### src/rtl/gshare_pkg.sv
package gshare_pkg;

    typedef logic [1:0] ctr_t;

    localparam ctr_t CTR_RESET = 2'b01;

    typedef struct packed {
        ctr_t cnt;
    } entry_st_t;

    // one saturating step toward the resolved outcome
    function automatic ctr_t ctr_step(input ctr_t cur, input logic taken);
        ctr_t nxt;
        nxt = cur;
        if (taken && cur != 2'b11)
            nxt = cur + 2'b01;
        else if (!taken && cur != 2'b00)
            nxt = cur - 2'b01;
        return nxt;
    endfunction

endpackage

### src/rtl/gshare_index.sv
module gshare_index #(
    parameter int IDX_W = 6
) (
    input  logic [IDX_W-1:0] pc_bits,
    input  logic [IDX_W-1:0] hist,
    output logic [IDX_W-1:0] idx
);
    always_comb begin
        idx = pc_bits ^ hist;
    end
endmodule

### src/rtl/gshare_history.sv
module gshare_history #(
    parameter int HIST_W = 6
) (
    input  logic              clk,
    input  logic              rst_n,
    input  logic              shift_en,
    input  logic              bit_in,
    output logic [HIST_W-1:0] hist_q
);
    typedef struct packed {
        logic [HIST_W-1:0] bits;
    } hist_st_t;

    hist_st_t st_d, st_q;

    always_comb begin
        st_d = st_q;
        if (shift_en)
            st_d.bits = {st_q.bits[HIST_W-2:0], bit_in};
    end

    always_ff @(posedge clk or negedge rst_n) begin
        if (!rst_n)
            st_q <= '0;
        else
            st_q <= st_d;
    end

    assign hist_q = st_q.bits;
endmodule

### src/rtl/gshare_table.sv
module gshare_table
    import gshare_pkg::*;
#(
    parameter int IDX_W   = 6,
    localparam int ENTRIES = 1 << IDX_W
) (
    input  logic                    clk,
    input  logic                    rst_n,
    input  logic [IDX_W-1:0]        rd_idx,
    output logic                    rd_taken,
    input  logic                    wr_en,
    input  logic [IDX_W-1:0]        wr_idx,
    input  logic                    wr_taken,
    output logic [ENTRIES-1:0][1:0] ctr_all
);
    for (genvar e = 0; e < ENTRIES; e++) begin : g_ent
        entry_st_t ent_d, ent_q;

        always_comb begin
            ent_d = ent_q;
            if (wr_en && wr_idx == IDX_W'(e))
                ent_d.cnt = ctr_step(ent_q.cnt, wr_taken);
        end

        always_ff @(posedge clk or negedge rst_n) begin
            if (!rst_n)
                ent_q <= '{cnt: CTR_RESET};
            else
                ent_q <= ent_d;
        end

        assign ctr_all[e] = ent_q.cnt;
    end

    assign rd_taken = ctr_all[rd_idx][1];
endmodule

### src/rtl/gshare_predictor.sv
module gshare_predictor #(
    parameter int PC_W   = 32,
    parameter int PC_LSB = 2,
    parameter int IDX_W  = 6,
    localparam int ENTRIES = 1 << IDX_W
) (
    input  logic             clk,
    input  logic             rst_n,
    input  logic [PC_W-1:0]  fetch_pc,
    output logic             pred_taken,
    output logic [IDX_W-1:0] pred_idx,
    input  logic             upd_valid,
    input  logic             upd_cond,
    input  logic             upd_taken,
    input  logic [IDX_W-1:0] upd_idx
);
    logic [IDX_W-1:0]        hist_q;
    logic [ENTRIES-1:0][1:0] ctr_all;
    logic                    upd_fire;
    logic                    pc_unused;

    assign upd_fire  = upd_valid & upd_cond;
    assign pc_unused = ^{fetch_pc[PC_W-1:PC_LSB+IDX_W], fetch_pc[PC_LSB-1:0]};

    gshare_index #(.IDX_W(IDX_W)) u_index (
        .pc_bits (fetch_pc[PC_LSB +: IDX_W]),
        .hist    (hist_q),
        .idx     (pred_idx)
    );

    gshare_table #(.IDX_W(IDX_W)) u_table (
        .clk      (clk),
        .rst_n    (rst_n),
        .rd_idx   (pred_idx),
        .rd_taken (pred_taken),
        .wr_en    (upd_fire),
        .wr_idx   (upd_idx),
        .wr_taken (upd_taken),
        .ctr_all  (ctr_all)
    );

    gshare_history #(.HIST_W(IDX_W)) u_hist (
        .clk      (clk),
        .rst_n    (rst_n),
        .shift_en (upd_fire),
        .bit_in   (upd_taken),
        .hist_q   (hist_q)
    );
endmodule

### config.mk
export PLATFORM = sky130hd
export DESIGN_NAME = gshare_predictor
export DESIGN_NICKNAME = d
export VERILOG_FILES = /design/src/rtl/gshare_pkg.sv /design/src/rtl/gshare_index.sv /design/src/rtl/gshare_history.sv /design/src/rtl/gshare_table.sv /design/src/rtl/gshare_predictor.sv
export SDC_FILE = /design/constraint.sdc
export NUM_CORES = 1
export LEC_CHECK = 0
export CAP_MARGIN = 40
export CORE_MARGIN = 2
export CORE_UTILIZATION = 55
export CTS_CLUSTER_DIAMETER = 80
export DETAILED_ROUTE_END_ITERATION = 6
export GPL_TIMING_DRIVEN = 1
export PLACE_DENSITY = 0.81
export SLEW_MARGIN = 30
export SYNTH_ARGS = -nofsm -noshare
export SYNTH_HDL_FRONTEND = slang
export SYNTH_HIERARCHICAL = 1
export SYNTH_SLANG_ARGS = --single-unit
export TNS_END_PERCENT = 1
### constraint.sdc
create_clock -name clk -period 4 [get_ports clk]
set_input_delay 0.8 -clock clk [delete_from_list [all_inputs] [get_ports clk]]
set_output_delay 0.8 -clock clk [all_outputs]
set_load 0.05 [all_outputs]
# == Yosys cells after proc, flatten, opt, wreduce, memory -nomap -nowiden ==
# Cells that the tools add are included.
# totals
ram_bits,0
mem_count,0
romBits,0
regBits,134
output_inout_bits,7
elab_cells,839
in_bits,43
latch_bits,0
# op_classes
div_mod_pow,0
addsub,128
eq_ne,127
order_cmp,1
shifts,0
reduce_logical,386
muxes,130
bitwise_logic,2
n_mul,0
# ops
cell,count
2-to-1 mux 2 bit,129
nonzero test 2 bit,128
equality test 6 bit (second input constant),32
logical AND 1 bit,192
adder 2 x 1 -> 2 bit (second input constant),64
inequality test 2 bit (second input constant),64
AND reduction 2 bit,64
subtractor 2 x 1 -> 2 bit (second input constant),64
equality test 6 x 5 -> 1 bit (second input constant),16
equality test 6 x 4 -> 1 bit (second input constant),8
equality test 6 x 3 -> 1 bit (second input constant),4
binary-select mux 2 bit (select 6 bit),1
equality test 6 x 2 -> 1 bit (second input constant),2
less-than comparator 6 x 7 -> 1 bit (second input constant),1
equality test 6 x 1 -> 1 bit (second input constant),1
zero test 6 bit,1
XOR 6 bit,1
AND 1 bit,1
zero test 1 bit,1

# == Depth between registers and ports, before layout ==
# Gate-level depths: netlist of the first run.
# logic_depth
word_depth,4
ltp_mapped,8
mapped_depth_nobuf,6

# == Modules after synthesis ==
# The synthesis of the first run kept the hierarchy.
# modules_own_cells
module,area_each_um2,seq_area_each_um2,cells_per_inst,n_inst
gshare_table,7369.6,3283.1,850,1
gshare_history,251.5,150.1,13,1
gshare_index,52.6,0.0,6,1
gshare_predictor,6.3,0.0,1,1

# == Worst setup path after synthesis of the first run ==
# No wires, ideal clock.
# synth_timing
kind,input port to output port
from,input port fetch_pc[2]
to,output port pred_taken
stages,8
path_buffers,2
arrival_time_ns,3.328
required_time_ns,3.200
setup_slack_ns,-0.128
cell_sequence,xor2_1 > buf_6 > buf_2 > mux4_2 > o211ai_1 > o21ai_1 > a2111oi_2 > nor2_1
# synth_between
elab_chain_cells,3
# synth_rtl
item,line,rtl
from (decl),gshare_predictor.sv:9,"input logic [PC_W-1:0] fetch_pc,"
XOR 6 bit,gshare_index.sv:9,idx = pc_bits ^ hist;
binary-select mux 2 bit (select 6 bit),gshare_table.sv:35,assign rd_taken = ctr_all[rd_idx][1];
2-to-1 mux 2 bit (not written as such),gshare_table.sv:35,
to (decl),gshare_predictor.sv:10,"output logic pred_taken,"
# Every way passes these cells. The select of a mux whose other input is x is not followed.

# == Worst setup path in the final report of the first run ==
# layout_timing
from,input port fetch_pc[3]
to,output port pred_taken
# Same word-level chain as after synthesis.

==> results.md, run 1 <==
- FILL cells: 1,131
- # clock sinks: 134
- Net Count, Synth: between 900 and 1k
- R2R setup slack: 2.73 ns
- Drt wl/cell: around 19 um
- Cells along the critical path: dlymetal6s2s_1 -> xor2_2 -> buf_6 -> buf_12 -> mux4_2 -> o21ai_0 -> a21oi_1 -> a2111oi_2 -> nor2_1 -> buf_6
- Reg2Reg Depth: 4
- CTS tree: done
- # setup viols final: 0
- Core box area: ~14,000 um^2
- FMAX: 267.3 MHz
- First-pass GRT wire length: 32,580 um
- Worst-Margin Slew: 0.7244 ns
- Nets@finish: around 950
- Clk_skew: 0.006777 ns
- Crit path buf inv count: 4
- Placed Cells: ~1.1k
- Power Density: 427.5 nW/um^2
- # rows: 43
- Critical Path Fanout Max: 11
- Crit. End Element: primary output
- Hold_buf cts: 0
- Data arrival, critical path: 2.94 ns
- Layout cell share with drive strength beyond 1: 0.1723
- Via count: 7,005
- RSZ-0062 raised after global routing: false
- Highest cell delay on the worst timing path: 0.50 ns
- Finished Layout Cells: approximately 1.1k
- Vias per cell: 6.386
- CP required: around 3.2 ns
- Util after Layout: 0.6397
- Vias in the first global route: around 6.3k
- Port bufs: 23
- Max_slew headroom: 0.5171
- Crit start category: input pin
- Max-cap violations: 0
- Overall Global Routing Usage: 0.2844
- Met2 Use GR: 0.4445
- Tot Pwr: 3767 uW
- GR Util met3: 0.06039
- Routability cong.: 0.8873
- H-tree levels: 4
- Congestion Overflow GR: 0
- Starting DRT DRC Count: 818
- M1 GR Usage: 0.3894
- Max-slew violations: 0
- Critical path's slowest cell: mux4_2
- Status: finished, final reports clean
- Crit path to: pred_taken
- Worst Hold Class: in2async
- FF+latch count, synth: 134
- First-pass iteration count of the detailed router: 5
- R2r endpoint: u_table/g_ent[54].ent_q[0]
- Total CTS buffers: 17
- Ports: 50
- Antenna violations before repair: 0
- Register area share after synthesis: 0.4471
- Area Overhead vs Synth: 14.73%
- Clock latency on the worst-skew pair: 0.42 ns
- R2r startpoint: u_table/g_ent[54].ent_q[0]
- Crit Path Class: in2out
- Die area: approximately 15,000 um^2
- Antenna Cells: 0
- Root buf cell: clkbuf_16
- Final Hold Viols: 0
- Width of the die: 122.2 um
- Syn Std Cell Area: approximately 7700 um^2
- Crit. Startpoint: fetch_pc[3]
- Pleak: 0.003070 uW
- Busiest layer in global routing: met2
- Syn Inst Count: 870
- Pin count of the biggest net entering global routing: 78
- Clock transition at path regs: 0.06 ns
- Initial core utilization: 0.5576
- Top cell by count, worst path: buf_6
- Top Family by Delay on Critical Path: compound AO/OA/AOI/OAI gates
- Synth warnings: 6
- Tcrit/Tclk final: 0.9354
- Vert. Die Dim: 122.2 um
- VDD IR max: 0.3332 mV
- Post-layout min period: between 3 and 4 ns
- Clk buf depth: 2
- Avg Inst Size Synth: 8.827 um^2
- Final antenna-violating net count: 0
- DP HPWL: about 13,000 um
- DRC viols: 0
- Critical Path Stages: 10
- Library cells used by synthesis: 46
- WL final: 20,410 um
==> flip-flops by register name, summed over array words and instances, names as in the netlist <==
signal               flops
u_table/g_ent.ent_q    128
u_hist/hist_q            6
==> report_power, final <==
| part | leakage (uW) | switching, uW | internal [uW] |
|---|---|---|---|
| logic | 0.00150 | 458 | 319 |
| clock network | 0.000272 | 563 | 918 |
| registers | 0.00130 | 68.4 | 1440 |
==> logic make-up (layout without fill, tap and decap cells) <==
group,after synthesis,count (layout),synth area share
xor+xnor,6,6,0.006843
compound gates,341,341,0.2558
buf+inv,43,90,0.02574
flops,134,134,0.4471
simple gates,321,321,0.1989
mux,25,25,0.06566
==> stage by stage <==
stage	worst slack [ns]	instance area, um^2	hold slack [ns]	TNS [ns]
2_1_floorplan	0.09765	7695	0.4778	0
3_3_place_gp	0.03650	8220	0.4996	0
3_5_place_dp	-0.01657	8220	0.5096	-0.01657
4_1_cts	0.003985	8791	0.4339	0
5_1_grt	0.1639	8811	0.4471	0
6_report	0.2584	8811	0.3985	0
==> layout by cell type (no fill, tap or decap), types with 3 or more instances in the layout <==
cell type / n
nor3b_1: 32
o21ai_0: 176
and2_1: 3
mux4_1: 5
mux4_2: 11
clkbuf_16: 17
nand3_1: 4
nand2_1: 105
nor3_1: 12
nor4_1: 4
clkinv_2: 3
a31oi_1: 38
nand2b_1: 4
inv_1: 4
buf_6: 3
nor2_1: 124
xor2_1: 4
buf_12: 5
dfstp_2: 64
dfrtp_1: 70
a21oi_1: 71
clkdlybuf4s50_1: 16
clkbuf_8: 4
a211oi_1: 24
clkbuf_1: 7
a221o_1: 26
nor2_2: 5
nand3b_1: 10
mux2_4: 6
buf_4: 26
==> worst reg2reg max path: stages (launching register included) <==
cell and delay (ns):
dfstp_2 0.59, nor2_1 0.07, a31oi_1 0.20, nor2_1 0.09
a211oi_1 0.23
==> worst min path at each step <==
stage	start	to	depth (start not counted)
after floorplan	u_table/g_ent[11].ent_q[1]	u_table/g_ent[11].ent_q[0]	2
after global placement	u_table/g_ent[61].ent_q[0]	u_table/g_ent[61].ent_q[0]	2
after detailed placement	u_table/g_ent[61].ent_q[0]	u_table/g_ent[61].ent_q[0]	2
after CTS	rst_n	u_table/g_ent[6].ent_q[1]	1
after global routing	rst_n	u_table/g_ent[52].ent_q[1]	1
final	rst_n	u_table/g_ent[52].ent_q[1]	1
==> metal layers <==
| metal | up-vias | part of all wire |
|---|---|---|
| met1 | 3362 | 0.44 |
| met4 | 0 | 0.020 |
| met2 | 324 | 0.47 |
| met3 | 29 | 0.076 |
| met5 | - | 0 |
| li1 | 3290 | - |
==> layout make-up <==
| cell class | count | area (um^2) | area share |
|---|---|---|---|
| sequential | 134 | 3433 | 0.3897 |
| clock inverter | 4 | 45.04 | 0.005112 |
| tap | 180 | 225.2 | 0.02556 |
| clock buffer | 28 | 506.7 | 0.05751 |
| inverter | 5 | 18.77 | 0.002130 |
| multi-input combinational | 693 | 4063 | 0.4611 |
| timing repair buffer | 53 | 519.2 | 0.05893 |
==> synth_stat cells (all sizes together) <==
library cell | number | area share
nand2b | 4 | 0.0033
nand4bb | 1 | 0.0015
nor2b | 2 | 0.0016
and3 | 1 | 0.00082
dfstp | 64 | 0.22
mux2 | 7 | 0.013
buf | 14 | 0.012
xor2 | 6 | 0.0068
o31ai | 1 | 0.00098
clkbuf | 24 | 0.012
nand4b | 2 | 0.0023
mux2i | 2 | 0.0026
a2111oi | 1 | 0.0020
inv | 5 | 0.0024
nor2 | 129 | 0.064
a211oi | 24 | 0.023
or4 | 1 | 0.00098
nand3b | 10 | 0.0098
and2 | 3 | 0.0024
nor3 | 15 | 0.013
nor3b | 33 | 0.033
or4b | 2 | 0.0026
mux4 | 16 | 0.050
or3b | 1 | 0.0011
a21oi | 71 | 0.046
dfrtp | 70 | 0.23
a22oi | 2 | 0.0020
nand3 | 4 | 0.0026
nand2 | 106 | 0.052
a31oi | 38 | 0.031
a221o | 26 | 0.034
o21ai | 177 | 0.12
and3b | 1 | 0.0011
nor4 | 5 | 0.0049
nor4b | 1 | 0.0020
o211ai | 1 | 0.00098
==> what timing repair did <==
| action | CTS | global route |
|---|---|---|
| setup endpoints to repair | 1 | 1 |
| pin swaps | 0 | 5 |
| setup buffers | 2 | 2 |
| gates resized for setup | 1 | 4 |
No activity file was read; power rests on OpenSTA's default activity.
==> inputs of run 2 (changes only) <==
- CORE_MARGIN: 2 -> not set
- SLEW_MARGIN: 30 -> 25
==> run 2 against run 1 <==
Against the previous run:
- non-clock buffer count unchanged
- total power increased by 1.8%
- maximum frequency decreased by 4.5%
- largest power group is now clock
- count of clock-buffer cells in the layout decreased by 5
- utilization increased by 1.8 points
- register-to-register slack improved by 0.05 ns
- critical path depth unchanged
- global-route usage increased by 1.4 points
- setup slack got worse by 0.18 ns
==> results.md, run 2 (synthesis gave the netlist of run 1 again) <==
- Status: finished, final reports clean
- Most frequent cells in the layout: o21ai_0 (176), nor2_1 (123), nand2_1 (105)
- Max-cap violations: 0 (unchanged)
- Area after DPL: 8190 um^2 (-0.37%)
- CP required: 3.20 ns (about the same)
- Max_slew headroom: 0.4166 (-0.1005)
- Vert. Die Dim: 120.2 um (-1.6%)
- Core box area: 13,450 um^2 (-2.3%)
- FMAX: 255.2 MHz (-4.5%)
- Commonest non-fill, non-tap cell in the layout: o21ai_0
- First-pass iteration count of the detailed router: 5 (unchanged)
- First-pass GRT wire length: 32,890 um (+0.93%)
- Clk_skew: 0.006139 ns (-0.0006381 ns)
- Tot Pwr: 3836 uW (+1.8%)
- R2r startpoint: u_table/g_ent[22].ent_q[0]
- Power Density: 433.5 nW/um^2 (+1.4%)
- H-tree levels: 4 (unchanged)
- Clock transition at path regs: 0.05 ns (about the same)
- # clock sinks: 134 (unchanged)
- Final Hold Viols: 0 (unchanged)
- Reg2Reg Depth: 4 (unchanged)
- Overall Global Routing Usage: 0.2983 (+0.01385)
- RSZ-0062 raised after global routing: false
- Reg with most FFs: u_table/g_ent.ent_q
- CTS tree: done
- Area Overhead vs Synth: 15.23%
- Root buf cell: clkbuf_16
- Port bufs: 23 (unchanged)
- Worst-Margin Slew: 0.8728 ns (+0.1485 ns)
- Ports: 50 (unchanged)
- Layout cell share with drive strength beyond 1: 0.1832 (+0.01091)
- Die area: 14,440 um^2 (-3.2%)
- Crit path to: pred_taken
- Nets@finish: 947 (unchanged)
- Crit start category: input pin
- Vias in the first global route: 6,595 (+4.1%)
- Crit. Startpoint: fetch_pc[2]
- Hold slack: 0.3975 ns (-0.001015 ns)
- Final TNS setup: 0 ns (unchanged)
- Met3 Wirelength: 1734 um (+12%)
- Clk buf depth: 2 (unchanged)
- Width of the die: 120.2 um (-1.6%)
- Tcrit/Tclk final: 0.9797 (+0.04425)
- Data arrival, critical path: 3.12 ns (+0.18 ns)
- Post-layout min period: 3.919 ns (+0.1770 ns)
- Max-slew violations: 0 (unchanged)
- Met1 wire length: 8639 um (-3.4%)
- Antenna violations before repair: 0 (unchanged)
- DR WL met2: 9595 um (+0.86%)
- Antenna Cells: 0 (unchanged)
- Clock latency on the worst-skew pair: 0.43 ns (about the same)
- Congestion Overflow GR: 0 (unchanged)
- Starting DRT DRC Count: 759 (-7.2%)
- Final Instance Area: 8850 um^2 (+0.44%)
- Worst Hold Class: in2async
- Pin count of the biggest net entering global routing: 77 (-1.3%)
- R2r endpoint: u_table/g_ent[22].ent_q[0]
- Pleak: 0.003080 uW (+0.34%)
- Final antenna-violating net count: 0 (unchanged)
- Crit. End Element: primary output
- Routability cong.: 0.9148 (+3.1%)
- Max reg flops: 128 (unchanged)
- Drt wl/cell: 18.86 um (+1.3%)
- WL final: 20,610 um (+0.98%)
- # rows: 42 (-2.3%)
- VDD IR max: 0.3422 mV (+2.7%)
- Initial core utilization: 0.5709 (+0.01328)
- R2R setup slack: 2.78 ns (+0.05 ns)
- Critical Path Fanout Max: 7 (-4)
- # setup viols final: 0 (unchanged)
- Top sig layer: met4
- Total CTS buffers: 17 (unchanged)
- Vias per cell: 6.519 (+2.1%)
- Via count: 7,125 (+1.7%)
- DP HPWL: 13,020 um (+2.1%)
- DRC viols: 0 (unchanged)
- Crit Path Class: in2out
run 2: cell count changes in the layout (fill, tap and decap cells not counted), moves of 2 or more:
| cell | change |
|---|---|
| clkbuf_1 | -4 |
| a21oi_1 | -2 |
| a21oi_2 | +2 |
| clkinv_2 | +2 |
run 2: how the worst min path moves through the flow:
stage / start / endpoint
after floorplan: u_table/g_ent[11].ent_q[1] / u_table/g_ent[11].ent_q[0]
after detailed placement: u_table/g_ent[61].ent_q[0] / u_table/g_ent[61].ent_q[0]
after global routing: rst_n / u_table/g_ent[19].ent_q[1]
after global placement: u_table/g_ent[61].ent_q[0] / u_table/g_ent[61].ent_q[0]
final: rst_n / u_table/g_ent[0].ent_q[1]
after CTS: rst_n / u_table/g_ent[28].ent_q[1]
run 2: per-layer routing:
layer	vias to the layer above	GRT usage
li1	3298	-
met1	3425	0.3957
met2	351	0.4637
met3	51	0.07462
met4	0	0.1281
met5	-	0
run 2: power by group:
part	internal [uW]	switching, uW	total (uW)
combinational	318	464	782
sequential	1440	68.7	1510
clock	961	586	1550
run 2: per-stage QoR:
stage,setup slack [ns],cells,util
2_1_floorplan,0.09765,870,-
3_3_place_gp,0.04753,1057,0.6088
3_5_place_dp,-0.001657,1057,0.6088
4_1_cts,0.003053,1092,0.6545
5_1_grt,0.003882,1093,0.6578
6_report,0.08136,1093,0.6578
run 2: area by class of cell:
class | count | area (um^2)
Inverter | 5 | 18.77
Timing Repair Buffer | 53 | 504.2
Tap cell | 176 | 220.2
Clock inverter | 9 | 101.3
Fill cell | 1063 | 4603
Clock buffer | 23 | 478.0
Multi-Input combinational cell | 693 | 4094
Sequential cell | 134 | 3433
run 2: repair_timing:
| action | CTS | global route |
|---|---|---|
| pin swaps | 0 | 5 |
| gates resized for setup | 0 | 12 |
| buffers inserted | 3 | 1 |
| setup endpoints to repair | 1 | 1 |
| hold buffers | 0 | 0 |
run 2: worst max-delay path, stage by stage:
cell	delay [ns]
clkdlybuf4s50_1	0.50
xor2_2	0.20
buf_12	0.16
buf_12	0.11
mux4_2	0.52
a21oi_1	0.21
a21oi_2	0.07
a2111oi_4	0.30
nor2_2	0.09
buf_6	0.16
